==> src/rtl/sdram_seq_pkg.sv <==
package sdram_seq_pkg;

  typedef enum logic [2:0] {
    ST_IDLE,
    ST_RCW,
    ST_PD,
    ST_PDX,
    ST_SR
  } seq_st_e;

  // Command pins in the order chip select, row strobe, column strobe, write enable.
  typedef struct packed {
    logic cs_n;
    logic ras_n;
    logic cas_n;
    logic we_n;
  } cmd_t;

  localparam cmd_t CMD_DESEL = '{cs_n: 1'b1, ras_n: 1'b1, cas_n: 1'b1, we_n: 1'b1};
  localparam cmd_t CMD_NOP   = '{cs_n: 1'b0, ras_n: 1'b1, cas_n: 1'b1, we_n: 1'b1};
  localparam cmd_t CMD_REF   = '{cs_n: 1'b0, ras_n: 1'b0, cas_n: 1'b0, we_n: 1'b1};

endpackage

==> src/rtl/sdram_ref_interval.sv <==
module sdram_ref_interval #(
  parameter int T_REFI = 780
) (
  input  logic clk,
  input  logic rst_n,
  input  logic clr,
  output logic due
);
  localparam int W = (T_REFI > 2) ? $clog2(T_REFI) : 1;
  localparam logic [W-1:0] LIM = W'(T_REFI - 1);

  logic [W-1:0] cnt_q, cnt_nx;

  assign due = (cnt_q == LIM);

  always_comb begin
    if (clr)      cnt_nx = '0;
    else if (due) cnt_nx = cnt_q;
    else          cnt_nx = cnt_q + 1'b1;
  end

  always_ff @(posedge clk or negedge rst_n) begin
    if (!rst_n) cnt_q <= '0;
    else        cnt_q <= cnt_nx;
  end

  // once raised, the due flag stays until a refresh clears it
  a_r5_due_holds: assert property (@(posedge clk) disable iff (!rst_n)
    (due && !clr) |=> due);

endmodule

==> src/rtl/sdram_pre_settle.sv <==
module sdram_pre_settle #(
  parameter int T_RP = 3
) (
  input  logic clk,
  input  logic rst_n,
  input  logic banks_idle,
  output logic settled
);
  localparam int W = $clog2(T_RP + 1);
  localparam logic [W-1:0] LIM = W'(T_RP);

  logic [W-1:0] cnt_q, cnt_nx;

  assign settled = (cnt_q == LIM);

  always_comb begin
    if (!banks_idle)  cnt_nx = '0;
    else if (settled) cnt_nx = cnt_q;
    else              cnt_nx = cnt_q + 1'b1;
  end

  always_ff @(posedge clk or negedge rst_n) begin
    if (!rst_n) cnt_q <= '0;
    else        cnt_q <= cnt_nx;
  end

  // a bank leaving the precharged state voids the settle credit at once
  a_r6_settle_drop: assert property (@(posedge clk) disable iff (!rst_n)
    !banks_idle |=> !settled);

endmodule

==> src/rtl/sdram_rc_timer.sv <==
module sdram_rc_timer #(
  parameter int T_RC = 9
) (
  input  logic clk,
  input  logic rst_n,
  input  logic load,
  output logic done
);
  localparam int W = (T_RC > 1) ? $clog2(T_RC) : 1;
  localparam logic [W-1:0] LDV = W'(T_RC - 1);

  logic [W-1:0] cnt_q, cnt_nx;

  assign done = (cnt_q == '0);

  always_comb begin
    if (load)       cnt_nx = LDV;
    else if (!done) cnt_nx = cnt_q - 1'b1;
    else            cnt_nx = cnt_q;
  end

  always_ff @(posedge clk or negedge rst_n) begin
    if (!rst_n) cnt_q <= '0;
    else        cnt_q <= cnt_nx;
  end

  // a new row-cycle window never starts before the last one ends
  a_r4_no_early_reload: assert property (@(posedge clk) disable iff (!rst_n)
    load |-> done);

endmodule

==> src/rtl/sdram_pwr_seq.sv <==
module sdram_pwr_seq
  import sdram_seq_pkg::*;
#(
  parameter int T_RC   = 9,
  parameter int T_RP   = 3,
  parameter int T_REFI = 780
) (
  input  logic clk,
  input  logic rst_n,
  input  logic ref_req,
  input  logic pd_req,
  input  logic pd_deep,
  input  logic wake_req,
  input  logic banks_idle,
  output logic cke,
  output logic cs_n,
  output logic ras_n,
  output logic cas_n,
  output logic we_n,
  output logic ready
);

  seq_st_e st_q, st_nx;
  cmd_t    cmd_q, cmd_nx;
  logic    cke_q, cke_nx;
  logic    ready_q, ready_nx;
  logic    ref_lat_q, ref_lat_nx;
  logic    due, settled, rc_done;
  logic    issue_ref, rc_load, ivl_clr, pend;

  assign ivl_clr = issue_ref || (st_q == ST_SR);
  assign pend    = ref_lat_q || ref_req || due;

  sdram_ref_interval #(.T_REFI(T_REFI)) u_ivl (
    .clk(clk), .rst_n(rst_n), .clr(ivl_clr), .due(due)
  );

  sdram_pre_settle #(.T_RP(T_RP)) u_settle (
    .clk(clk), .rst_n(rst_n), .banks_idle(banks_idle), .settled(settled)
  );

  sdram_rc_timer #(.T_RC(T_RC)) u_rc (
    .clk(clk), .rst_n(rst_n), .load(rc_load), .done(rc_done)
  );

  always_comb begin
    st_nx     = st_q;
    cke_nx    = cke_q;
    cmd_nx    = CMD_NOP;
    issue_ref = 1'b0;
    rc_load   = 1'b0;
    unique case (st_q)
      ST_IDLE: begin
        if (pend && settled) begin
          issue_ref = 1'b1;
          rc_load   = 1'b1;
          cmd_nx    = CMD_REF;
          st_nx     = ST_RCW;
        end else if (pd_req && settled && !pend) begin
          cke_nx = 1'b0;
          if (pd_deep) begin
            cmd_nx = CMD_REF;
            st_nx  = ST_SR;
          end else begin
            st_nx  = ST_PD;
          end
        end
      end
      ST_RCW: begin
        if (rc_done) st_nx = ST_IDLE;
      end
      ST_PD: begin
        if (wake_req || pend) begin
          cke_nx = 1'b1;
          st_nx  = ST_PDX;
        end
      end
      ST_PDX: begin
        st_nx = ST_IDLE;
      end
      ST_SR: begin
        if (wake_req) begin
          cke_nx  = 1'b1;
          rc_load = 1'b1;
          st_nx   = ST_RCW;
        end
      end
      default: st_nx = ST_IDLE;
    endcase
  end

  always_comb begin
    ready_nx = (st_nx == ST_IDLE);
    if (st_q == ST_SR || issue_ref) ref_lat_nx = 1'b0;
    else                            ref_lat_nx = ref_lat_q || ref_req;
  end

  always_ff @(posedge clk or negedge rst_n) begin
    if (!rst_n) begin
      st_q      <= ST_IDLE;
      cke_q     <= 1'b1;
      cmd_q     <= CMD_DESEL;
      ready_q   <= 1'b0;
      ref_lat_q <= 1'b0;
    end else begin
      st_q      <= st_nx;
      cke_q     <= cke_nx;
      cmd_q     <= cmd_nx;
      ready_q   <= ready_nx;
      ref_lat_q <= ref_lat_nx;
    end
  end

  assign cke   = cke_q;
  assign cs_n  = cmd_q.cs_n;
  assign ras_n = cmd_q.ras_n;
  assign cas_n = cmd_q.cas_n;
  assign we_n  = cmd_q.we_n;
  assign ready = ready_q;

  // clock enable held low carries only NOP
  a_r2_nop_while_low: assert property (@(posedge clk) disable iff (!rst_n)
    (!cke_q && $past(!cke_q)) |-> (cmd_q == CMD_NOP));

  // an auto refresh leaves from a state where access was allowed
  a_r4_ref_from_ready: assert property (@(posedge clk) disable iff (!rst_n)
    (cmd_q == CMD_REF && cke_q) |-> $past(ready_q));

  // every drop of clock enable follows a settled precharge
  a_r6_entry_settled: assert property (@(posedge clk) disable iff (!rst_n)
    $fell(cke_q) |-> $past(settled));

  // ready only with clock enable high
  a_r7_ready_cke: assert property (@(posedge clk) disable iff (!rst_n)
    ready_q |-> cke_q);

  // a due refresh wakes a powered-down memory
  a_r8_due_exit: assert property (@(posedge clk) disable iff (!rst_n)
    (st_q == ST_PD && due) |=> cke_q);

  // the self-refresh entry command lasts one cycle
  a_r9_sr_single: assert property (@(posedge clk) disable iff (!rst_n)
    (cmd_q == CMD_REF && !cke_q) |=> (cmd_q == CMD_NOP));

endmodule

==> config.mk <==
export PLATFORM = sky130hd
export DESIGN_NAME = sdram_pwr_seq
export DESIGN_NICKNAME = d
export VERILOG_FILES = /design/src/rtl/sdram_seq_pkg.sv /design/src/rtl/sdram_ref_interval.sv /design/src/rtl/sdram_pre_settle.sv /design/src/rtl/sdram_rc_timer.sv /design/src/rtl/sdram_pwr_seq.sv
export SDC_FILE = /design/constraint.sdc
export NUM_CORES = 1
export LEC_CHECK = 0
export ABC_AREA = 1
export BUFFER_PORTS_ARGS = -buffer_cell sky130_fd_sc_hd__clkbuf_2
export CELL_PAD_IN_SITES_DETAIL_PLACEMENT = 1
export CELL_PAD_IN_SITES_GLOBAL_PLACEMENT = 1
export CORE_UTILIZATION = 32
export CTS_CLUSTER_DIAMETER = 50
export DETAILED_ROUTE_END_ITERATION = 10
export HOLD_SLACK_MARGIN = 0.08
export PLACE_DENSITY = 0.63
export SLEW_MARGIN = 20
export SYNTH_ARGS = -nofsm -noshare
export SYNTH_HDL_FRONTEND = slang
export SYNTH_SLANG_ARGS = --single-unit
==> constraint.sdc <==
create_clock -name clk -period 1.9 [get_ports clk]
set_clock_uncertainty 0.05 [all_clocks]
set_input_delay 0.19 -clock clk [delete_from_list [all_inputs] [get_ports clk]]
set_output_delay 0.19 -clock clk [all_outputs]
set_load 0.005 [all_outputs]
# Word level (Yosys, flattened, before mapping)
# Index checks and enable logic that the tools add are counted.
dict set report totals {
  latch_bits 0
  elab_cells 66
  ram_bits 0
  romBits 0
  n_memories 0
  output_inout_bits 6
  in_bits 7
  regBits 26
}
dict set report classes {
  eq_ne 12
  n_div 0
  bitwise_logic 0
  shifts 0
  mul 0
  muxes 27
  magnitude_cmp 0
  add_sub_neg 3
  n_reduce_logical 13
}
# op count
set op_table {}
lappend op_table {{$mux 3} 9}
lappend op_table {{$mux 10} 2}
lappend op_table {{$mux 4} 3}
lappend op_table {{$pmux 3 s4} 1}
lappend op_table {{$add 10x1->10 const B} 1}
lappend op_table {{$eq 10x10->1 const B} 1}
lappend op_table {{$ne 2x2->1 const B} 5}
lappend op_table {{$mux 1} 8}
lappend op_table {{$logic_not 3->1} 2}
lappend op_table {{$reduce_and 5->1} 1}
lappend op_table {{$logic_not 4->1} 1}
lappend op_table {{$logic_or 1x1->1} 4}
lappend op_table {{$mux 2} 2}
lappend op_table {{$ne 2x1->1 const B} 2}
lappend op_table {{$sub 4x1->4 const B} 1}
lappend op_table {{$eq 3x1->1 const B} 1}
lappend op_table {{$eq 3x2->1 const B} 1}
lappend op_table {{$eq 3x3->1 const B} 1}
lappend op_table {{$logic_and 1x1->1} 3}
lappend op_table {{$pmux 1 s3} 1}
lappend op_table {{$reduce_bool 3->1} 1}
lappend op_table {{$add 2x1->2 const B} 1}
lappend op_table {{$eq 2x2->1 const B} 1}
lappend op_table {{$pmux 1 s2} 1}
lappend op_table {{$logic_not 1->1} 1}

# Depth between registers and ports, before layout
dict set report depth {
  depth_word 8
  mapped_depth 10
  depth_no_buf 10
}

# Modules after synthesis
# Synthesis repeated with hierarchy kept, for this count alone.
dict set report hier_totals {
  cells_unflattened 187
  area_unflattened_um2 1383.8
}
# module area_each_um2 instances cells_per_inst seq_area_each_um2
set by_module_without_submodules {}
lappend by_module_without_submodules {sdram_ref_interval 591.8 1 85 250.2}
lappend by_module_without_submodules {sdram_pwr_seq 465.4 1 63 203.9}
lappend by_module_without_submodules {sdram_rc_timer 229.0 1 28 100.1}
lappend by_module_without_submodules {sdram_pre_settle 97.6 1 11 50.0}

# Least setup slack after synthesis
# OpenSTA, ideal clock, no wires.
dict set report synth_path {
  path_kind {flip-flop to flip-flop}
  startpoint {register u_ivl.cnt_q[1]}
  endpoint {register ref_lat_q}
  period_less_slack_ns 1.459
  n_path_buf 1
  arrival_ns 1.276
  slack_ns 0.441
  stages_incl_launch_ff 10
  required_ns 1.717
  setup_ns 0.133
  path_cell_list {dfrtp_1 > ha_1 > nand2_1 > nor2_4 > nand3_4 > nand2_2 > nand3_4 > o21ai_4 > buf_8 > nor2_1}
}
dict set report synth_via {
  elab_chain_len 7
}
# element line
set synth_rtl {}
lappend synth_rtl {{from (decl)} sdram_ref_interval.sv:12} ;# logic [W-1:0] cnt_q, cnt_nx;
lappend synth_rtl {{from (signal assigned)} sdram_ref_interval.sv:24} ;# else cnt_q <= cnt_nx;
lappend synth_rtl {{$eq 10x10->1} sdram_ref_interval.sv:14} ;# assign due = (cnt_q == LIM);
lappend synth_rtl {{$logic_or 1x1->1} sdram_pwr_seq.sv:32} ;# assign pend = ref_lat_q || ref_req || due;
lappend synth_rtl {{$logic_and 1x1->1} sdram_pwr_seq.sv:54} ;# if (pend && settled) begin
lappend synth_rtl {{$mux 1} sdram_pwr_seq.sv:54}
lappend synth_rtl {{$mux 1} sdram_pwr_seq.sv:52} ;# unique case (st_q)
lappend synth_rtl {{$logic_or 1x1->1} sdram_pwr_seq.sv:94} ;# if (st_q == ST_SR || issue_ref) ref_lat_nx = 1'b0;
lappend synth_rtl {{$mux 1} sdram_pwr_seq.sv:94}
lappend synth_rtl {{net ref_lat_nx} sdram_pwr_seq.sv:27} ;# logic ref_lat_q, ref_lat_nx;
lappend synth_rtl {{to (signal assigned)} sdram_pwr_seq.sv:110} ;# ref_lat_q <= ref_lat_nx;
lappend synth_rtl {{to (decl)} sdram_pwr_seq.sv:27}
# The timed path passes the listed nets, and every way through them passes these cells.
# A chain may end at the register's enable or synchronous reset.

# Worst setup path in the final report
dict set report layout_path {
  startpoint {register u_ivl.cnt_q[1]}
  endpoint {register u_ivl.cnt_q[4]}
}
dict set report layout_via {
  elab_chain_len 7
  elab_cells_between_ends 10
  classes_between {add/sub (1); eq/ne (2); mux (4); reduce/logical (3)}
}
# element
set layout_rtl {}
lappend layout_rtl {{parallel branches: the longest is 7 deep, another holds $add 10x1->10}}
# Several ways; the timed one is not identified. The select of a mux whose other input is x is not followed.

==> flow_metrics.tcl <==
set metrics [dict create \
    nFillCells 462 \
    grt_util_all_layers 0.1361 \
    worst_ir_drop_vdd_uv 440.5 \
    area_delta_synth_final_pct 10.65 \
    setup_violations 0 \
    drv.max_cap_violation_count 0 \
    detailed_route_wire_length_per_cell_um 11.95 \
    post_cts.resized_instances 0 \
    drt-total-wl_mm 2.509 \
    worst_hold_path.endpoint "u_settle.cnt_q[0]" \
    clock_path_buffers 2 \
    hold_slack_ns 0.1069 \
    layout-drive-gt1-share 0.2346 \
    power_mw 1.827 \
    worst_ep_arrival_time_ns 1.70 \
    num-nets-final 173 \
    core_area_sq_um 3799 \
    cts_tree "built" \
    path_class "reg2reg" \
    remaining_drc_errors 0 \
    crit_path_frequent_cell "sky130_fd_sc_hd__nand3_4" \
    clock-sinks 24 \
    synth.yosys.warnings 0 \
    hpwlAfterDp_mm 2.020 \
    grt-ovfl-total 0 \
    synth.cell_area_sq_um 1316 \
    r2r_end "u_ivl.cnt_q[4]" \
    combined_area_of_the_multi_input_logic_cells_sq_um 595.6 \
    launching_element_type_of_the_critical_path "flip-flop" \
    critPathMaxFanout 11 \
    syn_area_per_cell_sq_um 8.834 \
    critical_path.reg2reg.startpoint "u_ivl.cnt_q[1]" \
    insertion_delay_ns 0.26 \
    initial_antenna_violation_count 0 \
    gp_congestion 0.7774 \
    synthDistinctLibCells 27 \
    total_via_count_after_detailed_routing 950 \
    r2r_setup_slack_ns 0.28 \
    clock_transition_time_at_the_flip_flop_clock_pins_of_the_worst_setup_and_hold_paths_ns 0.08 \
    placementRows 22 \
    slew_violations 0 \
    die_height_um 66.14 \
    grt_pass1_vias 1067 \
    worst_pin_slew_ns 0.5941 \
    ff2ff_path_depth 8 \
    leading_post_synthesis_cells_by_cell_area "sky130_fd_sc_hd__dfrtp_1, sky130_fd_sc_hd__nand2_1, sky130_fd_sc_hd__inv_1, sky130_fd_sc_hd__dfstp_2, sky130_fd_sc_hd__nor2_1" \
    timing.final.hold_violations 0 \
    die-area_sq_um 4374 \
    finalWorstPathRequiredPeriod_ns 1.620 \
    critical_path_required_ns 1.98 \
    tritoncts.num_buffers 3 \
    initial_utilization 0.3465 \
    leakagePower_nw 0.6928 \
    hold_depth 3 \
    cts_root_buffer "sky130_fd_sc_hd__clkbuf_8" \
    power_density_nw_per_um2 1254 \
    worst_path_dominant_cell_family "simple AND/OR/NAND/NOR gates" \
    final.period_utilization 0.8526 \
    min_from "banks_idle" \
    yosys.area.top_type_share 0.3992 \
    final_core_util 0.3834 \
    antenna_violating_nets_post_route 0 \
    post_route_worst_setup_slack_ns 0.2800 \
    hold_class "in2reg" \
    postSynthCellCount 149 \
    yosys_register_bits 24 \
    antennaDiodeCount 0 \
    post-synth-top-count-cell "sky130_fd_sc_hd__nand2_1" \
    grt_max_degree 25 \
    yosysTopAreaCell "sky130_fd_sc_hd__dfrtp_1" \
    drt-initial-drc-count 28 \
    drt_pre_antenna_iters 4 \
    grt_setup_unrepaired "false" \
    crit_path_cell_trace "ha_1 -> nand2_1 -> nor2_4 -> nand3_4 -> nand2_2 -> nand3_4 -> o21ai_4 -> nor3b_1" \
    relSlewSlack 0.6039 \
    cts_hold_repair.buffers 1 \
    synth.net_count 159 \
    io_count 13 \
    placement_setup_slack_ns 0.2784 \
    cts_htree_levels 1 \
    highest_clock_frequency_the_design_can_meet_mhz 617.3 \
    setup-tns-final_ns 0 \
    critPathBufInv 0 \
    async_reset_ff_frac 1.000 \
    setup.worst_path.end_class "flip-flop" \
    sequential_share_of_the_synthesized_area 0.4591 \
    number_of_enable_type_register_cells_in_the_synthesized_netlist 0 \
    viasPerCell 4.524 \
    global_route_wire_length_before_repair_mm 4.540 \
    area.sequential_sq_um 604.3 \
    die_w_um 66.14 \
    cpPeakStageDelay_ns 0.38 \
    postSynth.topFlopCell "sky130_fd_sc_hd__dfrtp_1" \
    most_common_library_cells_after_synthesis "sky130_fd_sc_hd__nand2_1, sky130_fd_sc_hd__inv_1, sky130_fd_sc_hd__dfrtp_1, sky130_fd_sc_hd__nor2_1, sky130_fd_sc_hd__a21oi_1" \
    cpMaxStageDelayCell "sky130_fd_sc_hd__dfrtp_1" \
    post-cts-setup-buffers 0 \
    run_status "finished clean" \
    numPortBuffers 11 \
]
==> cells by family after synthesis <==
family,after synthesis,share of synthesized area
simple gates,74,0.3099
buf+inv,26,0.08839
flops,24,0.4591
compound gates,13,0.06180
xor+xnor,7,0.04658
fa+ha+maj,3,0.02852
other cells,2,0.005706
==> report_power, final <==
| group | switching, mW | internal (mW) | total [mW] |
|---|---|---|---|
| logic | 0.422 | 0.303 | 0.725 |
| clock network | 0.157 | 0.150 | 0.306 |
| registers | 0.120 | 0.674 | 0.795 |
| total | 0.699 | 1.13 | 1.83 |
==> layout by cell type, fill, tap and decap left out <==
cell type                       Yosys  layout
sky130_fd_sc_hd__a21oi_1            8       8
sky130_fd_sc_hd__a21oi_2            1       1
sky130_fd_sc_hd__a31oi_1            1       1
sky130_fd_sc_hd__clkbuf_1           0       1
sky130_fd_sc_hd__clkbuf_2           0      11
sky130_fd_sc_hd__clkbuf_8           0       3
sky130_fd_sc_hd__conb_1             2       2
sky130_fd_sc_hd__dfrtp_1           21      21
sky130_fd_sc_hd__dfstp_2            3       3
sky130_fd_sc_hd__dlygate4sd3_1      0       1
sky130_fd_sc_hd__ha_1               3       3
sky130_fd_sc_hd__inv_1             23      23
sky130_fd_sc_hd__nand2_1           24      24
sky130_fd_sc_hd__nand2_2            4       4
sky130_fd_sc_hd__nand3_1            5       5
sky130_fd_sc_hd__nand3_4            2       2
sky130_fd_sc_hd__nand4_1            5       5
sky130_fd_sc_hd__nor2_1            15      15
sky130_fd_sc_hd__nor2_2             6       6
sky130_fd_sc_hd__nor2_4             1       1
sky130_fd_sc_hd__nor3_1             3       3
sky130_fd_sc_hd__nor3_2             4       4
sky130_fd_sc_hd__nor3b_1            3       3
sky130_fd_sc_hd__nor4_2             1       1
sky130_fd_sc_hd__o21ai_0            2       2
sky130_fd_sc_hd__o21ai_4            1       1
sky130_fd_sc_hd__or2_2              1       1
sky130_fd_sc_hd__xnor2_1            2       2
sky130_fd_sc_hd__xor2_1             5       5
==> registers in the layout, indices dropped and copies added, names as in the netlist <==
register	count
u_ivl.cnt_q	10
u_rc.cnt_q	4
st_q	3
u_settle.cnt_q	2
cas_n	1
cke	1
cs_n	1
ready	1
ref_lat_q	1
==> how the worst max path moves through the flow <==
stage	cells past startpoint	endpoint	start	slack, ns
detailed placement	8	u_ivl.cnt_q[4]	u_ivl.cnt_q[1]	0.28
CTS	8	u_ivl.cnt_q[4]	u_ivl.cnt_q[1]	0.27
finish	8	u_ivl.cnt_q[4]	u_ivl.cnt_q[1]	0.28
floorplan	9	ref_lat_q	u_ivl.cnt_q[1]	0.44
global route	10	ready	u_ivl.cnt_q[1]	0.12
global placement	8	u_ivl.cnt_q[4]	u_ivl.cnt_q[1]	0.37
==> final cells by class <==
| cell class | instances | share of cell area |
|---|---|---|
| sequential | 24 | 0.4149 |
| clock buffer | 4 | 0.03093 |
| tap | 48 | 0.04124 |
| inverter | 23 | 0.05928 |
| timing repair buffer | 12 | 0.04467 |
| multi-input combinational | 99 | 0.4089 |
==> through the flow <==
step	std cells	area, sq um
2_1_floorplan	149	1316
3_3_place_gp	205	1401
3_5_place_dp	205	1401
4_1_cts	210	1456
5_1_grt	210	1456
6_report	210	1456
==> layer usage <==
layer / vias up / share of wire / GRT usage / routed length [um]
li1: 493 / - / - / -
met4: 0 / 0.0036 / 0.04787 / 9
met2: 6 / 0.51 / 0.2398 / 1284
met1: 449 / 0.47 / 0.1659 / 1172
met3: 2 / 0.017 / 0.02241 / 43
met5: - / 0 / 0 / 0
==> worst min-delay path, stage by stage <==
cell                       delay [ns]
sky130_fd_sc_hd__clkbuf_2        0.09
sky130_fd_sc_hd__o21ai_0         0.07
sky130_fd_sc_hd__a21oi_1         0.04
Note: power is estimated with default switching activity, not from simulation.
